**src/rtl/bank_ap_pkg.sv**
```systemverilog
package bank_ap_pkg;

  typedef enum logic [2:0] {
    CMD_NOP = 3'd0,
    CMD_ACT = 3'd1,
    CMD_RD  = 3'd2,
    CMD_WR  = 3'd3,
    CMD_PRE = 3'd4,
    CMD_BST = 3'd5
  } cmdT;

  typedef enum logic [1:0] {
    ST_IDLE     = 2'd0,
    ST_ACTIVE   = 2'd1,
    ST_BURST_AP = 2'd2,
    ST_PRECH    = 2'd3
  } bankStateT;

  localparam logic [2:0] BURST_FULL_CODE = 3'd4;

  // strobes from control to datapath
  typedef struct packed {
    logic loadAp;     // load the auto-precharge wait
    logic apIsWrite;  // the access being loaded is a write
    logic loadRp;     // load the precharge recovery time
    logic decTimer;   // count the shared timer down
    logic rdStart;    // accepted read starts a burst
    logic rdCut;      // accepted command ends the read burst
  } ctrlStrobeT;

endpackage

```
**src/rtl/bank_ap_dp.sv**
```systemverilog
module bank_ap_dp
  import bank_ap_pkg::*;
#(
  parameter int T_RP   = 3,
  parameter int T_DPL  = 1,
  parameter int MAX_CL = 3,
  localparam int CL_W  = $clog2(MAX_CL + 1)
) (
  input  logic             clk,
  input  logic             rst,
  input  ctrlStrobeT       strobe,
  input  logic [2:0]       burstSel,
  input  logic             wrSingle,
  input  logic [CL_W-1:0]  casLat,
  output logic             apShortRd,
  output logic             apShortWr,
  output logic             timerLast,
  output logic             fullPage,
  output logic             rdDataValid
);

  localparam int MAX_BURST   = 8;
  localparam int MAX_AP_WAIT = MAX_BURST + T_DPL;
  localparam int TIMER_MAX   = (MAX_AP_WAIT > T_RP) ? MAX_AP_WAIT : T_RP;
  localparam int TIMER_W     = $clog2(TIMER_MAX + 1);

  logic [TIMER_W-1:0] blRd, blWr, apLenRd, apLenWr;
  logic [TIMER_W-1:0] timerQ, rdLeftQ;
  logic               rdFullQ, beatNow;
  logic [MAX_CL:0]    pipeQ;

  // burst length decode
  always_comb begin
    case (burstSel)
      3'd1:    blRd = TIMER_W'(2);
      3'd2:    blRd = TIMER_W'(4);
      3'd3:    blRd = TIMER_W'(8);
      default: blRd = TIMER_W'(1);
    endcase
  end

  assign fullPage = (burstSel == BURST_FULL_CODE);
  assign blWr     = wrSingle ? TIMER_W'(1) : blRd;

  // clocks spent in BURST_AP after the command clock
  assign apLenRd   = blRd - TIMER_W'(1);
  assign apLenWr   = blWr + TIMER_W'(T_DPL) - TIMER_W'(2);
  assign apShortRd = (apLenRd == '0);
  assign apShortWr = (apLenWr == '0);

  // shared down counter: auto-precharge wait, then recovery
  always_ff @(posedge clk) begin
    if (rst) begin
      timerQ <= '0;
    end else if (strobe.loadAp) begin
      timerQ <= strobe.apIsWrite ? apLenWr : apLenRd;
    end else if (strobe.loadRp) begin
      timerQ <= TIMER_W'(T_RP);
    end else if (strobe.decTimer) begin
      timerQ <= timerQ - TIMER_W'(1);
    end
  end

  assign timerLast = (timerQ == TIMER_W'(1));

  // read beat tracking at the device
  assign beatNow = strobe.rdStart |
                   (~strobe.rdCut & (rdFullQ | (rdLeftQ != '0)));

  always_ff @(posedge clk) begin
    if (rst) begin
      rdLeftQ <= '0;
      rdFullQ <= 1'b0;
    end else if (strobe.rdStart) begin
      rdFullQ <= fullPage;
      rdLeftQ <= fullPage ? '0 : (blRd - TIMER_W'(1));
    end else if (strobe.rdCut) begin
      rdLeftQ <= '0;
      rdFullQ <= 1'b0;
    end else if (rdLeftQ != '0) begin
      rdLeftQ <= rdLeftQ - TIMER_W'(1);
    end
  end

  // latency line: stage k holds the beat of k+1 clocks ago
  always_ff @(posedge clk) begin
    if (rst) begin
      pipeQ <= '0;
    end else begin
      pipeQ[0] <= beatNow;
      for (int i = 1; i <= MAX_CL; i++) begin
        pipeQ[i] <= pipeQ[i-1];
      end
    end
  end

  assign rdDataValid = pipeQ[casLat];

endmodule

```
**src/rtl/bank_ap_ctrl.sv**
```systemverilog
module bank_ap_ctrl
  import bank_ap_pkg::*;
(
  input  logic       clk,
  input  logic       rst,
  input  cmdT        cmd,
  input  logic       apReq,
  input  logic       apShortRd,
  input  logic       apShortWr,
  input  logic       timerLast,
  input  logic       fullPage,
  output ctrlStrobeT strobe,
  output bankStateT  stateQ,
  output logic       bankOpen,
  output logic       precharging,
  output logic       actAllowed,
  output logic       apViolation,
  output logic       actViolation
);

  bankStateT stateNext;
  logic      apViolNext, actViolNext, apTaken, apShort, isAccess;

  assign apTaken  = apReq & ~fullPage;
  assign isAccess = (cmd == CMD_RD) || (cmd == CMD_WR);
  assign apShort  = (cmd == CMD_WR) ? apShortWr : apShortRd;

  always_comb begin
    stateNext   = stateQ;
    strobe      = '0;
    apViolNext  = 1'b0;
    actViolNext = 1'b0;
    unique case (stateQ)
      ST_IDLE: begin
        if (cmd == CMD_ACT) stateNext = ST_ACTIVE;
      end
      ST_ACTIVE: begin
        if (cmd == CMD_ACT) actViolNext = 1'b1;
        if (isAccess) begin
          strobe.rdStart   = (cmd == CMD_RD);
          strobe.rdCut     = (cmd == CMD_WR);
          strobe.apIsWrite = (cmd == CMD_WR);
          if (apTaken) begin
            if (apShort) begin
              stateNext     = ST_PRECH;
              strobe.loadRp = 1'b1;
            end else begin
              stateNext     = ST_BURST_AP;
              strobe.loadAp = 1'b1;
            end
          end
        end
        if (cmd == CMD_PRE) begin
          stateNext     = ST_PRECH;
          strobe.loadRp = 1'b1;
          strobe.rdCut  = 1'b1;
        end
        if (cmd == CMD_BST) strobe.rdCut = 1'b1;
      end
      ST_BURST_AP: begin
        if (isAccess || cmd == CMD_PRE || cmd == CMD_BST) apViolNext = 1'b1;
        if (cmd == CMD_ACT) actViolNext = 1'b1;
        if (timerLast) begin
          stateNext     = ST_PRECH;
          strobe.loadRp = 1'b1;
        end else begin
          strobe.decTimer = 1'b1;
        end
      end
      ST_PRECH: begin
        if (cmd == CMD_ACT) actViolNext = 1'b1;
        if (timerLast) stateNext = ST_IDLE;
        else           strobe.decTimer = 1'b1;
      end
    endcase
  end

  always_ff @(posedge clk) begin
    if (rst) begin
      stateQ       <= ST_IDLE;
      apViolation  <= 1'b0;
      actViolation <= 1'b0;
    end else begin
      stateQ       <= stateNext;
      apViolation  <= apViolNext;
      actViolation <= actViolNext;
    end
  end

  assign bankOpen    = (stateQ == ST_ACTIVE) || (stateQ == ST_BURST_AP);
  assign precharging = (stateQ == ST_PRECH);
  assign actAllowed  = (stateQ == ST_IDLE);

endmodule

```
**src/rtl/bank_ap_tracker.sv**
```systemverilog
module bank_ap_tracker
  import bank_ap_pkg::*;
#(
  parameter int T_RP   = 3,
  parameter int T_DPL  = 1,
  parameter int MAX_CL = 3,
  localparam int CL_W  = $clog2(MAX_CL + 1)
) (
  input  logic            clk,
  input  logic            rst,
  input  logic [2:0]      cmdIn,
  input  logic            apReq,
  input  logic [2:0]      burstSel,
  input  logic            wrSingle,
  input  logic [CL_W-1:0] casLat,
  output logic [1:0]      bankState,
  output logic            bankOpen,
  output logic            precharging,
  output logic            actAllowed,
  output logic            apViolation,
  output logic            actViolation,
  output logic            rdDataValid
);

  ctrlStrobeT strobe;
  bankStateT  stateQ;
  logic       apShortRd, apShortWr, timerLast, fullPage;

  bank_ap_ctrl uCtrl (
    .clk          (clk),
    .rst          (rst),
    .cmd          (cmdT'(cmdIn)),
    .apReq        (apReq),
    .apShortRd    (apShortRd),
    .apShortWr    (apShortWr),
    .timerLast    (timerLast),
    .fullPage     (fullPage),
    .strobe       (strobe),
    .stateQ       (stateQ),
    .bankOpen     (bankOpen),
    .precharging  (precharging),
    .actAllowed   (actAllowed),
    .apViolation  (apViolation),
    .actViolation (actViolation)
  );

  bank_ap_dp #(
    .T_RP   (T_RP),
    .T_DPL  (T_DPL),
    .MAX_CL (MAX_CL)
  ) uDp (
    .clk         (clk),
    .rst         (rst),
    .strobe      (strobe),
    .burstSel    (burstSel),
    .wrSingle    (wrSingle),
    .casLat      (casLat),
    .apShortRd   (apShortRd),
    .apShortWr   (apShortWr),
    .timerLast   (timerLast),
    .fullPage    (fullPage),
    .rdDataValid (rdDataValid)
  );

  assign bankState = stateQ;

endmodule

```
**config.mk**
```make
export PLATFORM = sky130hd
export DESIGN_NAME = bank_ap_tracker
export DESIGN_NICKNAME = d
export VERILOG_FILES = /design/src/rtl/bank_ap_pkg.sv /design/src/rtl/bank_ap_dp.sv /design/src/rtl/bank_ap_ctrl.sv /design/src/rtl/bank_ap_tracker.sv
export SDC_FILE = /design/constraint.sdc
export NUM_CORES = 1
export LEC_CHECK = 0
export CAP_MARGIN = 5
export CORE_ASPECT_RATIO = 1.75
export CORE_MARGIN = 2
export CORE_UTILIZATION = 30
export CTS_CLUSTER_SIZE = 8
export DETAILED_ROUTE_END_ITERATION = 16
export PLACE_DENSITY_LB_ADDON = 0.08
export RECOVER_POWER = 25
export SLEW_MARGIN = 20
export SYNTH_ARGS = -nofsm -noshare
export SYNTH_HDL_FRONTEND = slang
export SYNTH_HIERARCHICAL = 1
export SYNTH_SLANG_ARGS = --single-unit
```
**constraint.sdc**
```tcl
create_clock -name clk -period 5.9 [get_ports clk]
set_input_delay 0.885 -clock clk [delete_from_list [all_inputs] [get_ports clk]]
set_output_delay 0.885 -clock clk [all_outputs]
set_load 0.005 [all_outputs]
```
==> out/metrics.csv, run 1 <==
metric;value;unit
status;finished, final reports clean;
Iteration-0 DRC Markers;18;
final hold vios;0;
post-synth top area share;30.5;%
Combinational Power Share;50.3;%
Post-Layout Cell Count;187;
Vias;975;
static leakage;0.554;nW
initial antenna violation count;0;
synth unique cells;50;
Final #Nets;162;
post-synthesis register bit count;17;
WP data required;5.02;ns
Die Wd;50.1;um
Worst-Margin Slew;0.656;ns
drt via density;5.21;
Area contributors post-synth;dfxtp_1 (30%), ha_1 (9.0%), inv_1 (4.0%);
cells resized by post-CTS repair;0;
switching share of total power;36.2;%
CTS buffer count;3;
part of the power in registers;32.8;%
Final Max Tran Viols;0;
Post-DP HPWL;2130;um
Tightest Hold Check Type;reg2reg;
Peak Freq;313;MHz
internal power;0.335;mW
placed insts;183;
Core Rows;29;
total die area;4240;um2
synthesized instance count;119;
ys async rst share;0;%
Detailed Routing Iterations Pass 1;4;
Worst R2R Setup Slack;3.63;ns
slew margin rel.;56.1;%
clock latency on the worst-skew pair;0.26;ns
Post-synth top cells;dfxtp_1 (17), inv_1 (12), nor2_1 (10), ha_1 (8), a21oi_1 (6);
GPL Wtd Cong;0.753;
NetSw;0.190;mW
H-tree Lvls;1;
Mapped Area;1120;um2
Main synth FF type;dfxtp_1;
WL/cell;14.3;um
number of global-route vias before repair;1038;
# port buffers;19;
Max-Cap Viols;0;
Die H;84.7;um
clock network fraction of total power;16.9;%
ANT cells;0;
RSZ-0062 raised after global routing;false;
Final Skew;0.00336;ns
Tcrit/Tclk final;54.1;%
CTS tree;done;
largest net degree at the start of global routing;17;
Max FO, Critical Path;1;
Ports;20;
# DRC;0;
CP Class;in2out;
initial core utilization;31.1;%
worst vdd ir;199;uV
postcts setup bufs;0;
share of cells above drive strength 1;16.3;%
CTS max path bufs;2;
average cell area after synthesis;9.38;um2
Seq/Total Area, Yosys;30.5;%
CTS Sinks;17;
ANT nets after route;0;
Core ar.;3590;um2
clk root buf;clkbuf_8;
Pwr Density;374;nW/um2
top-count cell post-synth;dfxtp_1;
Setup Viol. Count Final;0;
first-pass GRT wire length;4500;um
CP arrival;2.30;ns
Area growth syn-to-layout;25.9;%
GRT Overall Usage;13.8;%
Post-Route WL;2680;um
setup TNS;0;ns
Synthesis Warnings;6;
GRT Residual Overflow;0;
clock slew at reported path FFs;0.07;ns
Final Critical Period;3.19;ns
startpoint type of the worst setup path;primary input;
Hold Buf Count CTS;0;
crit end category;output pin;
Mapped Nets;139;
largest area contributor in the netlist;dfxtp_1;
EDFF count, synth;0;
==> flip-flops by register name, summed over array words and instances, names as in the netlist <==
register            count
uDp/timerQ              4
uDp/rdFullQ             1
uDp/rdLeftQ             4
uDp/pipeQ               4
uCtrl/stateQ            2
uCtrl/apViolation       1
uCtrl/actViolation      1
==> worst paths after layout <==
check / startpoint / to / depth (start not counted)
setup reg to reg: uCtrl/stateQ[1] / uDp/timerQ[0] / 7
setup / recovery: casLat[0] / rdDataValid / 3
hold / removal: uDp/pipeQ[2] / uDp/pipeQ[3] / 1
hold reg to reg: uDp/pipeQ[2] / uDp/pipeQ[3] / 1
==> layout make-up <==
type / instances / area (um2)
fillers: 361 / 2190
multi-input cells: 89 / 726
flip-flops and latches: 17 / 340
repair buffers: 19 / 190
well taps: 46 / 57.6
inverters: 12 / 45.0
clock buffers: 3 / 41.3
clock inverters: 1 / 5.00
==> stage by stage <==
stage               hold WS (ns)  setup slack (ns)  util (%)  power, mW  area (um2)
floorplan                  0.432              3.32         -      0.352        1120
global placement           0.455              2.70      37.8      0.435        1360
detailed placement         0.462              2.63      37.8      0.440        1360
CTS                        0.472              2.70      39.1      0.533        1410
global route               0.488              2.68      39.1      0.566        1410
finish                     0.465              2.71      39.1      0.525        1410
==> critical path, cell delays in order <==
cell             delay, ns
clkdlybuf4s50_1       0.48
mux4_2                0.49
clkdlybuf4s50_1       0.45
==> logic make-up after synthesis <==
group,count (synthesis),share of synthesized area [%]
xor gates and xnor gates,3,2.35
buffers and inverters,13,4.48
adders and majority gates,8,8.97
AOI/OAI and AO/OA,30,21.5
DFF,17,30.5
and+or+nand+nor,45,27.9
muxes,3,4.26
==> metal layers <==
layer	track usage [%]	vias up	routed length, um
met3	2.31	9	89
met5	0	-	0
met1	13.8	459	1070
li1	-	478	-
met2	25.4	29	1430
met4	8.84	0	87
==> power by group through the flow <==
stage,combinational (mW),sequential [mW],clock [mW]
6_report,0.264,0.172,0.0890
3_5_place_dp,0.265,0.174,0
2_1_floorplan,0.184,0.168,0
4_1_cts,0.267,0.172,0.0932
3_3_place_gp,0.262,0.174,0
5_1_grt,0.293,0.177,0.0968
==> layout by cell type (no fill, tap or decap), types with 2 or more instances in the layout <==
master / instances
dfxtp_1: 17
clkdlybuf4s50_1: 16
inv_1: 12
nor2_1: 10
ha_1: 8
a21oi_1: 6
clkbuf_8: 3
dlygate4sd3_1: 3
and2b_1: 3
o22ai_1: 3
nand2_1: 3
nor4_1: 3
nor3b_1: 3
nor2b_1: 3
nand2b_1: 2
and3b_1: 2
nand2b_4: 2
o21ai_1: 2
o21bai_1: 2
or2_2: 2
a211oi_2: 2
or3_1: 2
xnor2_1: 2
Power figures use the tool's default switching activity.
==> inputs of run 2 (changes only) <==
Clock period 5.9 ns to 2.95 ns, I/O delays scaled along.
==> out/metrics.csv, run 2 (synthesis gave the netlist of run 1 again) <==
metric;value;unit;change
status;finished, final reports clean;;
Final Critical Period;2.38;ns;
static leakage;0.555;nW;about the same
WL/cell;14.2;um;-0.69%
final hold vios;0;;unchanged
Worst R2R Setup Slack;0.89;ns;-2.74 ns
CTS max path bufs;2;;unchanged
CP arrival;2.56;ns;+0.26 ns
worst path bufs/invs;1;;-1
CTS tree;done;;
initial antenna violation count;0;;unchanged
Final #Nets;164;;+1.2%
GRT Overall Usage;14.3;%;+0.41 points
Peak Freq;420;MHz;
CP Class;in2reg;;
postcts setup bufs;0;;unchanged
# DRC;0;;unchanged
startpoint type of the worst setup path;primary input;;
CP top delay family;simple AND/OR/NAND/NOR gates;;
Pwr Density;734;nW/um2;+96%
Area growth syn-to-layout;26.8;%;
Post-Route WL;2690;um;+0.37%
Final Skew;0.00264;ns;-0.000728 ns
RSZ-0062 raised after global routing;false;;
WP data required;3.13;ns;-1.89 ns
Slowest-stage cell, CP;clkdlybuf4s50_1;;
CTS Sinks;17;;unchanged
share of cells above drive strength 1;16.1;%;-0.23 points
# port buffers;19;;unchanged
Core Rows;29;;unchanged
GPL Wtd Cong;0.705;;-6.4%
critical path's largest stage delay;0.44;ns;-0.05 ns
multi-input gate area in the final layout;726;um2;unchanged
Core ar.;3590;um2;unchanged
Tcrit/Tclk final;80.6;%;
clock latency on the worst-skew pair;0.25;ns;about the same
first-pass GRT wire length;4650;um;+3.4%
ANT cells;0;;unchanged
clock slew at reported path FFs;0.07;ns;about the same
number of global-route vias before repair;1055;;+1.6%
initial core utilization;31.1;%;unchanged
H-tree Lvls;1;;unchanged
most frequent cells in the layout;clkdlybuf4s50_1 (17), dfxtp_1 (17), inv_1 (12);;
GRT Residual Overflow;0;;unchanged
slew margin rel.;71.5;%;+15 points
largest net degree at the start of global routing;11;;-6
largest registers;uDp/pipeQ x4, uDp/rdLeftQ x4, uDp/timerQ x4;;
Worst-Margin Slew;0.428;ns;-0.228 ns
total die area;4240;um2;unchanged
Post-DP HPWL;2110;um;-0.79%
worst vdd ir;351;uV;+76%
Detailed Routing Iterations Pass 1;4;;unchanged
CTS buffer count;3;;unchanged
setup TNS;0;ns;unchanged
Max-Cap Viols;0;;unchanged
cells resized by post-CTS repair;0;;unchanged
Final Total Pwr;1.04;mW;+98%
Final Max Tran Viols;0;;unchanged
fillers;376;;+4.2%
Iteration-0 DRC Markers;10;;-8
Setup Viol. Count Final;0;;unchanged
Die Wd;50.1;um;unchanged
crit end category;flip-flop;;
flip-flop and latch area;340;um2;unchanged
ANT nets after route;0;;unchanged
Die H;84.7;um;unchanged
Tightest Hold Check Type;reg2reg;;
clk root buf;clkbuf_8;;
Hold Buf Count CTS;0;;unchanged
drt via density;4.99;;-4.2%
Max FO, Critical Path;5;;+4
Vias;944;;-3.2%
Ports;20;;unchanged
crit path cell chain;clkdlybuf4s50_1, o21bai_1, or2_2, a22o_1, o211ai_1, a21boi_1, or3_1, nor2_1;;
-- run 2: cell type report --
type | count | share of cell area (%)
sequential | 17 | 24.0
tap | 46 | 4.07
multi-input combinational | 89 | 51.3
inverter | 12 | 3.18
timing repair buffer | 21 | 14.2
clock buffer | 4 | 3.18
-- run 2: power by group --
| group | switching (mW) | internal, mW | leakage, nW |
|---|---|---|---|
| clock | 0.0799 | 0.0957 | 0.0228 |
| sequential | 0.0558 | 0.289 | 0.139 |
| combinational | 0.231 | 0.286 | 0.393 |
-- run 2: path summary, 6_finish.rpt --
kind | start | to | depth (start not counted)
hold / removal | uDp/pipeQ[2] | uDp/pipeQ[3] | 1
hold reg to reg | uDp/pipeQ[2] | uDp/pipeQ[3] | 1
setup / recovery | burstSel[2] | uDp/timerQ[3] | 8
setup reg to reg | uCtrl/stateQ[1] | uDp/timerQ[0] | 7
-- run 2: metrics by stage --
| step | std cells | hold WS (ns) | util [%] | cell area, um2 | setup slack [ns] |
|---|---|---|---|---|---|
| after global placement | 185 | 0.460 | 38.2 | 1370 | 0.387 |
| after floorplan | 119 | 0.432 | - | 1120 | 0.816 |
| after detailed placement | 185 | 0.465 | 38.2 | 1370 | 0.366 |
| after global routing | 189 | 0.482 | 39.4 | 1420 | 0.360 |
| final | 189 | 0.465 | 39.4 | 1420 | 0.572 |
| after CTS | 189 | 0.471 | 39.5 | 1420 | 0.599 |
-- run 2: per-layer routing --
layer	track usage [%]	wire length [um]	up-vias
li1	-	-	481
met1	14.1	1070	437
met2	26.8	1450	22
met3	2.67	118	4
met4	7.32	51	0
met5	0	0	-
==> inputs of run 3 (changes only) <==
Clock period 2.95 ns to 2 ns, I/O delays scaled along.
==> out/metrics.csv, run 3 (synthesis gave the netlist of run 1 again) <==
metric;value;unit;change
Peak Freq;516;MHz;
Ports;20;;unchanged
CP Class;in2reg;;
CTS buffer count;3;;unchanged
Core ar.;3590;um2;unchanged
WP data required;2.16;ns;-0.97 ns
final instance area;1570;um2;+11%
Pwr Density;1020;nW/um2;+39%
Core Rows;29;;unchanged
Die Wd;50.1;um;unchanged
share of cells above drive strength 1;29.6;%;+13 points
static leakage;0.669;nW;+21%
GPL Wtd Cong;0.793;;+13%
CTS Sinks;17;;unchanged
GRT Residual Overflow;0;;unchanged
clk root buf;clkbuf_8;;
first-pass GRT wire length;4860;um;+4.6%
GRT Overall Usage;14.6;%;+0.31 points
Final Total Pwr;1.60;mW;+54%
most common cell after layout, fill and taps aside;buf_4;;
Final Max Tran Viols;0;;unchanged
CTS max path bufs;2;;unchanged
Detailed Routing Iterations Pass 1;4;;unchanged
ANT nets after route;0;;unchanged
final hold vios;0;;unchanged
dpl cell area;1490;um2;+8.2%
Vias;1032;;+9.3%
Die H;84.7;um;unchanged
worst vdd ir;494;uV;+41%
CP arrival;2.09;ns;-0.47 ns
setup TNS;0;ns;unchanged
H-tree Lvls;1;;unchanged
Worst Slack Setup Final;0.0628;ns;-0.509 ns
Final Skew;0.00447;ns;+0.00183 ns
startpoint type of the worst setup path;primary input;;
slew margin rel.;75.8;%;+4.3 points
Final #Nets;180;;+9.8%
CTS tree;done;;
largest net degree at the start of global routing;10;;-1
status;finished, final reports clean;;
# port buffers;19;;unchanged
WL/cell;13.8;um;-2.9%
crit end category;flip-flop;;
drt via density;5.03;;+0.79%
Post-Route WL;2830;um;+5.3%
RSZ-0062 raised after global routing;true;;
clock latency on the worst-skew pair;0.25;ns;about the same
# DRC;0;;unchanged
Worst-Margin Slew;0.363;ns;-0.0652 ns
Hold Buf Count CTS;0;;unchanged
total die area;4240;um2;unchanged
most frequent cells in the layout;buf_4 (18), dfxtp_1 (16), clkdlybuf4s50_1 (13);;
Final Critical Period;1.94;ns;
Iteration-0 DRC Markers;5;;-5
largest registers;uDp/pipeQ x4, uDp/rdLeftQ x4, uDp/timerQ x4;;
initial core utilization;31.1;%;unchanged
Max-Cap Viols;0;;unchanged
Max FO, Critical Path;3;;-2
Area growth syn-to-layout;41.0;%;
pre-CTS setup slack;-0.412;ns;-0.778 ns
initial antenna violation count;0;;unchanged
Setup Viol. Count Final;0;;unchanged
Tightest Hold Check Type;reg2reg;;
clock slew at reported path FFs;0.06;ns;about the same
ANT cells;0;;unchanged
number of global-route vias before repair;1098;;+4.1%
Post-DP HPWL;2330;um;+10%
Tcrit/Tclk final;96.9;%;
[run 3: final timing paths]
kind                         from       endpoint  slack [ns]  depth (start not counted)
hold reg to reg      uDp/pipeQ[2]   uDp/pipeQ[3]        0.47                          1
hold / removal       uDp/pipeQ[2]   uDp/pipeQ[3]        0.47                          1
setup / recovery         wrSingle  uDp/timerQ[1]        0.06                          6
setup reg to reg  uCtrl/stateQ[1]  uDp/timerQ[1]        0.12                          7
[run 3: cell type report]
cell class / instances / area, um2
Clock buffer: 4 / 45.0
Fill cell: 351 / 2020
Inverter: 12 / 45.0
Multi-Input combinational cell: 89 / 759
Sequential cell: 17 / 342
Tap cell: 46 / 57.6
Timing Repair Buffer: 37 / 325
[run 3: per-layer routing]
layer / track usage [%] / up-vias / share of wire, %
li1: - / 510 / -
met1: 16.0 / 486 / 40
met2: 26.9 / 30 / 55
met3: 2.14 / 6 / 3.2
met4: 5.81 / 0 / 2.3
met5: 0 / - / 0
[run 3: critical path, cell delays in order]
cell and delay (ns):
clkdlybuf4s50_1 0.43, or2_2 0.32, a2111oi_2 0.40, a21bo_2 0.30, nand2b_4 0.14, a211oi_1 0.21
[run 3: report_power, final]
part	switching (mW)	internal [mW]
Sequential	0.0718	0.429
Combinational	0.373	0.470
Clock	0.117	0.141
Total	0.562	1.04
[run 3: per-stage QoR]
| step | utilization, % | std cells | hold slack [ns] |
|---|---|---|---|
| 5_1_grt | 43.8 | 205 | 0.484 |
| 2_1_floorplan | - | 119 | 0.365 |
| 6_report | 43.8 | 205 | 0.471 |
| 4_1_cts | 42.9 | 204 | 0.477 |
| 3_3_place_gp | 41.4 | 200 | 0.449 |
| 3_5_place_dp | 41.4 | 200 | 0.467 |
[run 3: what timing repair did]
action / in CTS / in global routing
pin swaps: 5 / 2
buffers inserted: 0 / 1
setup endpoints to repair: 5 / 5
gates resized for setup: 7 / 8
